<file path="src/rtl/wrs_pkg.sv">
package wrs_pkg;
   localparam int CFG_W = 16;
   typedef logic [CFG_W-1:0] cfg_word_t;
   typedef enum logic [1:0] {
      REG_XSTART = 2'd0,
      REG_YSTART = 2'd1,
      REG_WIDTH  = 2'd2,
      REG_HEIGHT = 2'd3
   } cfg_reg_e;
   typedef struct packed {
      cfg_word_t xs;
      cfg_word_t ys;
      cfg_word_t w;
      cfg_word_t h;
   } win_shadow_t;
endpackage

</file>
<file path="src/rtl/wrs_cfg.sv">
module wrs_cfg
   import wrs_pkg::*;
#(
   parameter int COLS  = 640,
   parameter int ROWS  = 480,
   parameter int LANES = 4,
   parameter int XSTEP = 8,
   localparam int KW   = $clog2(COLS/LANES + 1),
   localparam int RW   = $clog2(ROWS + 1)
) (
   input  logic          clk,
   input  logic          rst_n,
   input  logic          we,
   input  logic [1:0]    addr,
   input  cfg_word_t     wdata,
   output logic [KW-1:0] kstart,
   output logic [KW-1:0] klast,
   output logic [RW-1:0] rstart,
   output logic [RW-1:0] rlast
);
   localparam int        XU    = COLS / XSTEP;
   localparam int        KPU   = XSTEP / LANES;
   localparam cfg_word_t XU16  = cfg_word_t'(XU);
   localparam cfg_word_t ROW16 = cfg_word_t'(ROWS);

   win_shadow_t sh_q;
   logic [KW-1:0] xs_n, wq, wroom, wu;
   logic [RW-1:0] ys_n, hq, hroom, hu;

   always_ff @(posedge clk) begin
      if (!rst_n) begin
         sh_q <= '0;
      end else if (we) begin
         case (cfg_reg_e'(addr))
            REG_XSTART: sh_q.xs <= wdata;
            REG_YSTART: sh_q.ys <= wdata;
            REG_WIDTH:  sh_q.w  <= wdata;
            REG_HEIGHT: sh_q.h  <= wdata;
            default:    sh_q    <= sh_q;
         endcase
      end
   end

   always_comb begin
      xs_n   = (sh_q.xs >= XU16) ? KW'(XU - 1) : sh_q.xs[KW-1:0];
      wq     = (sh_q.w == '0) ? KW'(1) :
               (sh_q.w >= XU16) ? KW'(XU) : sh_q.w[KW-1:0];
      wroom  = KW'(XU) - xs_n;
      wu     = (wq > wroom) ? wroom : wq;
      kstart = xs_n * KW'(KPU);
      klast  = kstart + wu * KW'(KPU) - KW'(1);
      ys_n   = (sh_q.ys >= ROW16) ? RW'(ROWS - 1) : sh_q.ys[RW-1:0];
      hq     = (sh_q.h == '0) ? RW'(1) :
               (sh_q.h >= ROW16) ? RW'(ROWS) : sh_q.h[RW-1:0];
      hroom  = RW'(ROWS) - ys_n;
      hu     = (hq > hroom) ? hroom : hq;
      rstart = ys_n;
      rlast  = ys_n + hu - RW'(1);
   end

   p_clip_r5: assert property (@(posedge clk) disable iff (!rst_n)
      (klast >= kstart) && (klast < KW'(COLS/LANES)) && (rlast >= rstart) && (rlast < RW'(ROWS)));
endmodule

</file>
<file path="src/rtl/wrs_walk.sv">
module wrs_walk #(
   parameter int COLS  = 640,
   parameter int ROWS  = 480,
   parameter int LANES = 4,
   localparam int KW   = $clog2(COLS/LANES + 1),
   localparam int RW   = $clog2(ROWS + 1)
) (
   input  logic          clk,
   input  logic          rst_n,
   input  logic          go,
   input  logic [KW-1:0] kstart,
   input  logic [KW-1:0] klast,
   input  logic [RW-1:0] rstart,
   input  logic [RW-1:0] rlast,
   input  logic          ser_ready,
   input  logic          lane_valid,
   output logic          active,
   output logic          req_valid,
   output logic [RW-1:0] req_row,
   output logic [KW-1:0] req_kcol,
   output logic          take,
   output logic          first_line,
   output logic          first_frame
);
   logic [KW-1:0] kcol_q, ks_q, kl_q;
   logic [RW-1:0] row_q, rs_q, rl_q;

   assign req_valid   = active && ser_ready;
   assign take        = req_valid && lane_valid;
   assign req_row     = row_q;
   assign req_kcol    = kcol_q;
   assign first_line  = (kcol_q == ks_q);
   assign first_frame = first_line && (row_q == rs_q);

   always_ff @(posedge clk) begin
      if (!rst_n) begin
         active <= 1'b0;
         kcol_q <= '0;
         row_q  <= '0;
         ks_q   <= '0;
         kl_q   <= '0;
         rs_q   <= '0;
         rl_q   <= '0;
      end else if (go && !active) begin
         active <= 1'b1;
         kcol_q <= kstart;
         row_q  <= rstart;
         ks_q   <= kstart;
         kl_q   <= klast;
         rs_q   <= rstart;
         rl_q   <= rlast;
      end else if (take) begin
         if (kcol_q == kl_q) begin
            kcol_q <= ks_q;
            if (row_q == rl_q) active <= 1'b0;
            else               row_q  <= row_q + RW'(1);
         end else begin
            kcol_q <= kcol_q + KW'(1);
         end
      end
   end

   p_win_hold_r6: assert property (@(posedge clk) disable iff (!rst_n)
      active && $past(active) |-> $stable(ks_q) && $stable(kl_q) && $stable(rs_q) && $stable(rl_q));
   p_go_busy_r7: assert property (@(posedge clk) disable iff (!rst_n)
      go && active |=> $stable(ks_q) && $stable(rl_q));
   p_ptr_range_r5: assert property (@(posedge clk) disable iff (!rst_n)
      active |-> (kcol_q >= ks_q) && (kcol_q <= kl_q) && (row_q >= rs_q) && (row_q <= rl_q));
endmodule

</file>
<file path="src/rtl/wrs_ser.sv">
module wrs_ser #(
   parameter int LANES = 4,
   parameter int DW    = 10,
   localparam int PW   = $clog2(LANES)
) (
   input  logic                clk,
   input  logic                rst_n,
   input  logic                load,
   input  logic [LANES*DW-1:0] lane_data,
   input  logic                sol_in,
   input  logic                sof_in,
   output logic                ready,
   output logic                pix_valid,
   output logic [DW-1:0]       pix_data,
   output logic                pix_sof,
   output logic                pix_sol
);
   localparam logic [PW-1:0] LAST = PW'(LANES - 1);

   logic [LANES-1:0][DW-1:0] lanes, smp_q;
   logic [PW-1:0]            ph_q;
   logic                     busy_q, sol_q, sof_q;

   for (genvar g = 0; g < LANES; g++) begin : g_lane
      assign lanes[g] = lane_data[g*DW +: DW];
   end

   always_ff @(posedge clk) begin
      if (!rst_n) begin
         smp_q  <= '0;
         ph_q   <= '0;
         busy_q <= 1'b0;
         sol_q  <= 1'b0;
         sof_q  <= 1'b0;
      end else if (load) begin
         smp_q  <= lanes;
         ph_q   <= '0;
         busy_q <= 1'b1;
         sol_q  <= sol_in;
         sof_q  <= sof_in;
      end else if (busy_q) begin
         if (ph_q == LAST) busy_q <= 1'b0;
         else              ph_q   <= ph_q + PW'(1);
      end
   end

   assign ready     = !busy_q || (ph_q == LAST);
   assign pix_valid = busy_q;
   assign pix_data  = smp_q[ph_q];
   assign pix_sol   = busy_q && (ph_q == '0) && sol_q;
   assign pix_sof   = busy_q && (ph_q == '0) && sof_q;

   p_load_ready_r9: assert property (@(posedge clk) disable iff (!rst_n)
      load |-> ready);
   p_beats_r11: assert property (@(posedge clk) disable iff (!rst_n)
      busy_q && (ph_q != LAST) |=> pix_valid);
   p_marks_r10: assert property (@(posedge clk) disable iff (!rst_n)
      (pix_sof |-> pix_sol) and (pix_sol |-> pix_valid));
endmodule

</file>
<file path="src/rtl/win_readout_seq.sv">
module win_readout_seq
   import wrs_pkg::*;
#(
   parameter int COLS  = 640,
   parameter int ROWS  = 480,
   parameter int LANES = 4,
   parameter int XSTEP = 8,
   parameter int DW    = 10
) (
   input  logic                            clk,
   input  logic                            rst_n,
   input  logic                            cfg_we,
   input  logic [1:0]                      cfg_addr,
   input  logic [CFG_W-1:0]                cfg_wdata,
   input  logic                            frame_go,
   output logic                            frame_busy,
   output logic                            req_valid,
   output logic [$clog2(ROWS+1)-1:0]       req_row,
   output logic [$clog2(COLS/LANES+1)-1:0] req_kcol,
   input  logic                            lane_valid,
   input  logic [LANES*DW-1:0]             lane_data,
   output logic                            pix_valid,
   output logic [DW-1:0]                   pix_data,
   output logic                            pix_sof,
   output logic                            pix_sol
);
   localparam int KW = $clog2(COLS/LANES + 1);
   localparam int RW = $clog2(ROWS + 1);

   if (LANES < 2 || (LANES & (LANES - 1)) != 0) begin : g_bad_lanes
      $error("LANES must be a power of two of at least 2");
   end
   if (XSTEP % LANES != 0 || COLS % XSTEP != 0) begin : g_bad_step
      $error("XSTEP must be a multiple of LANES and divide COLS");
   end
   if (ROWS < 1 || (COLS / XSTEP) >= (1 << CFG_W)) begin : g_bad_size
      $error("array size does not fit the register width");
   end

   logic [KW-1:0] kstart, klast;
   logic [RW-1:0] rstart, rlast;
   logic          ser_ready, take, first_line, first_frame;

   wrs_cfg #(.COLS(COLS), .ROWS(ROWS), .LANES(LANES), .XSTEP(XSTEP)) u_cfg (
      .clk(clk), .rst_n(rst_n), .we(cfg_we), .addr(cfg_addr), .wdata(cfg_wdata),
      .kstart(kstart), .klast(klast), .rstart(rstart), .rlast(rlast));

   wrs_walk #(.COLS(COLS), .ROWS(ROWS), .LANES(LANES)) u_walk (
      .clk(clk), .rst_n(rst_n), .go(frame_go),
      .kstart(kstart), .klast(klast), .rstart(rstart), .rlast(rlast),
      .ser_ready(ser_ready), .lane_valid(lane_valid), .active(frame_busy),
      .req_valid(req_valid), .req_row(req_row), .req_kcol(req_kcol),
      .take(take), .first_line(first_line), .first_frame(first_frame));

   wrs_ser #(.LANES(LANES), .DW(DW)) u_ser (
      .clk(clk), .rst_n(rst_n), .load(take), .lane_data(lane_data),
      .sol_in(first_line), .sof_in(first_frame), .ready(ser_ready),
      .pix_valid(pix_valid), .pix_data(pix_data), .pix_sof(pix_sof), .pix_sol(pix_sol));

   p_start_r6: assert property (@(posedge clk) disable iff (!rst_n)
      frame_go && !frame_busy |=> frame_busy);
   p_req_r8: assert property (@(posedge clk) disable iff (!rst_n)
      req_valid |-> frame_busy);
endmodule

</file>
<file path="config.mk">
export PLATFORM = sky130hd
export DESIGN_NAME = win_readout_seq
export DESIGN_NICKNAME = d
export VERILOG_FILES = /design/src/rtl/wrs_pkg.sv /design/src/rtl/wrs_cfg.sv /design/src/rtl/wrs_walk.sv /design/src/rtl/wrs_ser.sv /design/src/rtl/win_readout_seq.sv
export SDC_FILE = /design/constraint.sdc
export NUM_CORES = 1
export LEC_CHECK = 0
export CAP_MARGIN = 40
export CORE_AREA = 4 4 192 194
export DETAILED_ROUTE_END_ITERATION = 6
export DIE_AREA = 0 0 196 198
export SYNTH_ARGS = -nofsm -noshare
export SYNTH_HDL_FRONTEND = slang
export SYNTH_SLANG_ARGS = --single-unit
</file>
<file path="constraint.sdc">
create_clock -name clk -period 6.47 [get_ports clk]
set_clock_uncertainty 0.2 [all_clocks]
set_input_delay 1.294 -clock clk [delete_from_list [all_inputs] [get_ports clk]]
set_output_delay 1.294 -clock clk [all_outputs]
set_load 0.01 [all_outputs]
</file>
### Yosys cells after proc, flatten, opt, wreduce, memory -nomap -nowiden

Index checks and enable logic that the tools add are counted.

| word-level totals | value |
|---|---|
| flip-flop bits (word level) | 160 |
| latch bits | 0 |
| bits in writable memories | 0 |
| memory bits (read-only) | 0 |
| input port bits | 63 |
| output and inout bits | 32 |
| logic and storage cells | 97 |
| memories | 0 |

| operators by class | value |
|---|---|
| add/subtract/negate cells | 9 |
| multipliers | 0 |
| divide/modulo/power cells | 0 |
| $lt $le $gt $ge | 7 |
| equal/unequal tests | 9 |
| shifts and indexed selects | 0 |
| muxes and demuxes | 24 |
| bitwise operators | 2 |
| reduce and logical (&&, ||, !) cells | 26 |

Operator list:

| cell | number |
|---|---|
| two-way mux 9 bit | 8 |
| two-way mux 8 bit | 6 |
| greater-or-equal comparator 16 x 7 -> 1 bit (second input constant) | 2 |
| greater-or-equal comparator 16 x 9 -> 1 bit (second input constant) | 2 |
| zero test 16 bit | 2 |
| binary-select mux 10 bit (select 2 bit) | 1 |
| == test 9 bit | 2 |
| == test 8 bit | 2 |
| two-way mux 10 bit | 1 |
| AND reduction 2 bit | 5 |
| adder 9 x 1 -> 9 bit (second input constant) | 1 |
| adder 9 bit | 1 |
| greater-than comparator 9 bit | 1 |
| subtractor 9 x 1 -> 9 bit (second input constant) | 1 |
| subtractor 9 bit (first input constant) | 1 |
| adder 8 x 1 -> 8 bit (second input constant) | 1 |
| adder 8 bit | 1 |
| greater-than comparator 8 bit | 1 |
| subtractor 7 x 8 -> 8 bit (first input constant) | 1 |
| subtractor 8 x 1 -> 8 bit (second input constant) | 1 |
| logical AND 1 bit | 7 |
| two-way mux 1 bit | 7 |
| two-way mux 7 bit | 1 |
| == test 2 bit (second input constant) | 3 |
| 11 further kinds | 18 |

### Logic depth before layout (Yosys ltp)

| depth | value |
|---|---|
| depth in word-level cells | 7 |
| mapped depth | 26 |
| mapped depth without buffers | 25 |

### Modules after synthesis

From an unflattened synthesis, not the netlist that was laid out.

| second synthesis, totals | value |
|---|---|
| cells, all modules | 1093 |
| area total of the unflattened synthesis | 9122.5 um^2 |

By module, submodules not included:

| module | instances | cells each | area each (um^2) |
|---|---|---|---|
| wrs_cfg | 1 | 574 | 4334.2 |
| wrs_walk | 1 | 355 | 2782.7 |
| wrs_ser | 1 | 164 | 2005.7 |

### Worst setup path after synthesis

No wires, ideal clock.

| timing | value |
|---|---|
| path type | flip-flop to flip-flop |
| start | register u_cfg.sh_q[43] (netlist bit) |
| end | register u_walk.rl_q[8] |
| library setup time | 129 ps |
| data arrival time | 5336 ps |
| path slack | 804 ps |
| cell stages (with the launch flop) | 27 |
| path buffers | 1 |
| period minus slack after synthesis | 5666 ps |
| cell sequence | dfxtp_1 > or4_1 > or4_4 > a21o_4 > nor2_1 > ha_1 > nand2_1 > a21oi_1 > o21ai_1 > ha_1 > nand3_1 > or2_1 > a21o_1 > a21o_1 > clkbuf_1 > nor2_1 > a21oi_1 > ha_1 > inv_1 > ha_1 > a21o_1 > a21oi_1 > o21ai_1 > a31oi_1 > xnor2_1 > a2111oi_0 > o21ai_1 |

| between the ends | value |
|---|---|
| cells in the longest elaborated chain, start to end | 7 |

RTL lines:

| item | line | RTL |
|---|---|---|
| start: declaration | wrs_cfg.sv:26 | `win_shadow_t sh_q;` |
| start signal: assignment | wrs_cfg.sv:39 | `default: sh_q <= sh_q;` |
| greater-or-equal comparator 16 x 9 -> 1 bit (*) | wrs_cfg.sv:52 | `ys_n = (sh_q.ys >= ROW16) ? RW'(ROWS - 1) : sh_q.ys[RW-1:0];` |
| two-way mux 9 bit (*) | wrs_cfg.sv:52 |  |
| subtractor 9 bit | wrs_cfg.sv:55 | `hroom = RW'(ROWS) - ys_n;` |
| greater-than comparator 9 bit | wrs_cfg.sv:56 | `hu = (hq > hroom) ? hroom : hq;` |
| two-way mux 9 bit | wrs_cfg.sv:56 |  |
| adder 9 bit (*) | wrs_cfg.sv:58 | `rlast = ys_n + hu - RW'(1);` |
| subtractor 9 x 1 -> 9 bit (*) | wrs_cfg.sv:58 |  |
| end signal: assignment | wrs_walk.sv:51 | `rl_q <= rlast;` |
| end: declaration | wrs_walk.sv:26 | `logic [RW-1:0] row_q, rs_q, rl_q;` |

Every way passes the cells marked *; elsewhere a longest branch is shown, timed or not.
A chain may end at the register's enable or synchronous reset.

### Worst setup path in the final report

Same ends and word-level chain as after synthesis.

==> impl_metrics.toml <==
[timing]
rsz0062_at_grt = "false"
slew_headroom_pct = 48.4
fin_tns_setup_ps = 0
final-hold-violation-count = 0
period_minus_slack_ps = 6070
fin_crit_sh_pct = 93.8
fmax_ghz = 0.165
worstMarginPinSlew_ps = 773
setup_slack_ps = 400
finalMaxSlewViolations = 0
setup_viol = 0

[power_and_ir_drop]
worst_ir_drop_vdd_mv = 0.183
seqPwrFrac_pct = 37.1
pwr-share-clk_pct = 33.7
switchingPower_w = 0.000976
p_comb_share_pct = 29.2
p_leak_nw = 4.05
pwr_density_cell_nw_per_um2 = 285
switching_share_pct = 32.2
internal_power_w = 0.00205

[worst_setup_path]
worstPathArrival_ps = 6170
cp.required_ps = 6570
critPathBufInv = 1
crit_family = "compound AO/OA/AOI/OAI gates"
cp-end-kind = "flop"
critPathSlowestCell = "or4_1"
cpMostUsedCell = "ha_1"
cp_slowest_stage_delay_ps = 530
start_kind = "flop"
crit_fanout = 10
worstSetupPathType = "reg2reg"

[clock_tree]
clock-sinks = 160
clockRootBuffer = "clkbuf_16"
clkTransAtPathRegs_ps = 70
clk_latency_ps = 430
cts-buffers-inserted = 17
clock_path_buffers = 2
post_cts_buffers = 0
htreeDepth = 4
cts_tree = "built"
hold_buffers = 0

[route]
final_antenna_net_count = 0
drc = 0
wl_mm = 22.7
viasPerCell = 4.54
num_vias = 7297
firstDrtPassIters = 5
drtIter0Drc = 522
drt-wirelength-per-cell_um = 14.1

[placement]
gp_congestion = 0.885
post-dp-hpwl_mm = 16.8
dp_worst_setup_slack_ps = 420
port_buffers = 94
dp_cells = 1575

[logic_synthesis]
synth.largest_area_cell = "dfxtp_1"
synthCells = 1069
avgSynthCellArea_um2 = 8.09
synthFlopType = "dfxtp_1"
async_flop_share_pct = 0
syn_nets = 1183
ys_ff_latch = 160
netlist_area_um2 = 8650
synth_seq_area_share_pct = 37.0
synth.top_cell.area_share_pct = 37.0
synth_edf_count = 0
synth_cell_types = 61
yosysWarnings = 0
synth_area_leaders = "dfxtp_1 (37%), nand2_1 (12%), a21boi_0 (9.3%)"

[floorplanning]
die_x_um = 196
die_area_um2 = 38800
ioPinCount = 95
start_util_pct = 24.6
die_h_um = 198
core_area_um2 = 35200
rows = 69

[finish]
nets = 1247
fillers = 3766
diodes = 0
post-route-util_pct = 30.1
area_growth_pct = 22.6
drive_gt1_share_pct = 6.46
stdcell_count = 1606

[status]
status = "completed"

[grt]
first_global_vias = 6982
grt_pass1_wl_mm = 37.0
grt_max_degree = 91
antenna_found_initial = 0
overflow = 0
track_usage_pct = 11.5

[worst_hold_path]
hp-class = "reg2reg"

[job]
drv_cap = 0
per-stage QoR:
stage	hold WS (ps)	power (W)	area [µm²]
floorplan	233	0.00178	8650
global placement	245	0.00201	9990
detailed placement	250	0.00203	10000
CTS	261	0.00306	10600
global route	280	0.00322	10600
finish	258	0.00303	10600
placed cells by master (no fill, tap or decap), types with 4 or more instances in the layout:
cell type        count
clkdlybuf4s50_1     93
a31oi_1              4
inv_1               38
mux4_2              10
nor4_1               8
o211a_1              4
and3_1              12
nand2_1            271
nand3_1             16
clkbuf_16           17
nand4_1              7
buf_4                8
dfxtp_1            160
o21ai_0             20
nor2_1              65
ha_1                49
o211ai_1             4
inv_6                4
mux2i_1              6
nor3_1              13
a21o_1               9
xor2_1              20
a21boi_0           107
and2_1              15
a21oi_1             49
xnor2_1             43
or4_1                4
o21ai_1             13
nor2b_1              8
or2_2                8
synthesized netlist by cell type (4+ instances only):
master / number
nand3_1: 16
buf_1: 5
ha_1: 49
nand4_1: 7
o21ai_1: 13
or4_1: 4
nor3_1: 13
o21ai_0: 20
or2_2: 8
a21oi_1: 50
a31oi_1: 4
mux4_2: 10
and3_1: 12
xnor2_1: 43
nand2_1: 271
clkbuf_1: 48
nor2_1: 65
o211ai_1: 4
nor2b_1: 9
inv_1: 38
a21boi_0: 107
xor2_1: 20
and2_1: 15
o211a_1: 4
nor4_1: 8
mux2i_1: 6
a21o_1: 9
dfxtp_1: 160
area by class of cell:
type / instances / area, µm² / area share (%)
clock inverter: 13 / 153 / 1.44
inverter: 39 / 146 / 1.38
timing repair buffer: 102 / 1010 / 9.48
multi-input combinational: 813 / 5080 / 47.9
clock buffer: 18 / 439 / 4.14
tap: 461 / 577 / 5.44
sequential: 160 / 3200 / 30.2
worst paths after layout:
path | start | end | slack, ps | cells after the start
hold reg to reg | u_ser.smp_q[8]$_SDFFE_PN0P_ | u_ser.smp_q[8]$_SDFFE_PN0P_ | 260 | 2
setup / recovery | u_cfg.sh_q[43]$_SDFFE_PN0P_ | u_walk.rl_q[8]$_SDFFE_PN0P_ | 400 | 25
setup reg to reg | u_cfg.sh_q[43]$_SDFFE_PN0P_ | u_walk.rl_q[8]$_SDFFE_PN0P_ | 400 | 25
hold / removal | u_ser.smp_q[8]$_SDFFE_PN0P_ | u_ser.smp_q[8]$_SDFFE_PN0P_ | 260 | 2
per-layer routing:
metal  routed length, µm  up-vias  part of all wire, %  track usage (%)
li1                    -     3735                    -                -
met2                9980      147                   44             17.6
met4                 244        0                  1.1             2.25
met5                   0        -                    0                0
met1               11600     3397                   51             16.9
met3                 860       18                  3.8             2.45
registers in the layout, indices dropped and copies added (netlist names):
signal           cells
u_ser.sof_q          1
u_walk.ks_q          7
u_walk.req_row       9
u_ser.ph_q           2
u_ser.pix_valid      1
u_ser.sol_q          1
u_walk.kl_q          8
u_walk.rl_q          9
u_walk.active        1
u_walk.req_kcol      8
u_cfg.sh_q          64
u_walk.rs_q          9
u_ser.smp_q         40
power by group through the flow:
stage | combinational, W | clock (W) | sequential [W]
global placement | 0.000866 | 0 | 0.00114
floorplan | 0.000656 | 0 | 0.00113
detailed placement | 0.000883 | 0 | 0.00115
CTS | 0.000888 | 0.00105 | 0.00112
finish | 0.000883 | 0.00102 | 0.00112
global route | 0.00101 | 0.00108 | 0.00113
cells by family (layout without fill, tap and decap cells):
logic type	after synthesis	in the layout	share of synthesized area [%]
simple gates	447	447	23.0
compound gates	232	232	18.1
flops	160	160	37.0
buf+inv	96	172	4.30
xor+xnor	63	63	6.38
fa+ha+maj	51	51	7.55
mux	18	18	3.56
other cells	2	2	0.0868
worst reg2reg max path, delay by kind of cell, from the launching register on:
kind,cells,cell delay [ps]
buffers and inverters,1,40
AND/OR/NAND/NOR,9,2010
XOR/XNOR,1,110
adder cells (fa/ha/maj),4,1160
AO/OA/AOI/OAI,10,2120
flip-flops,1,310
timing repair:
| action | CTS | global route |
|---|---|---|
| resized for setup | 0 | 1 |
| endpoints found under the setup margin | 0 | 1 |
| hold endpoints to repair | 0 | 0 |
Note: power is estimated with default switching activity, not from simulation.
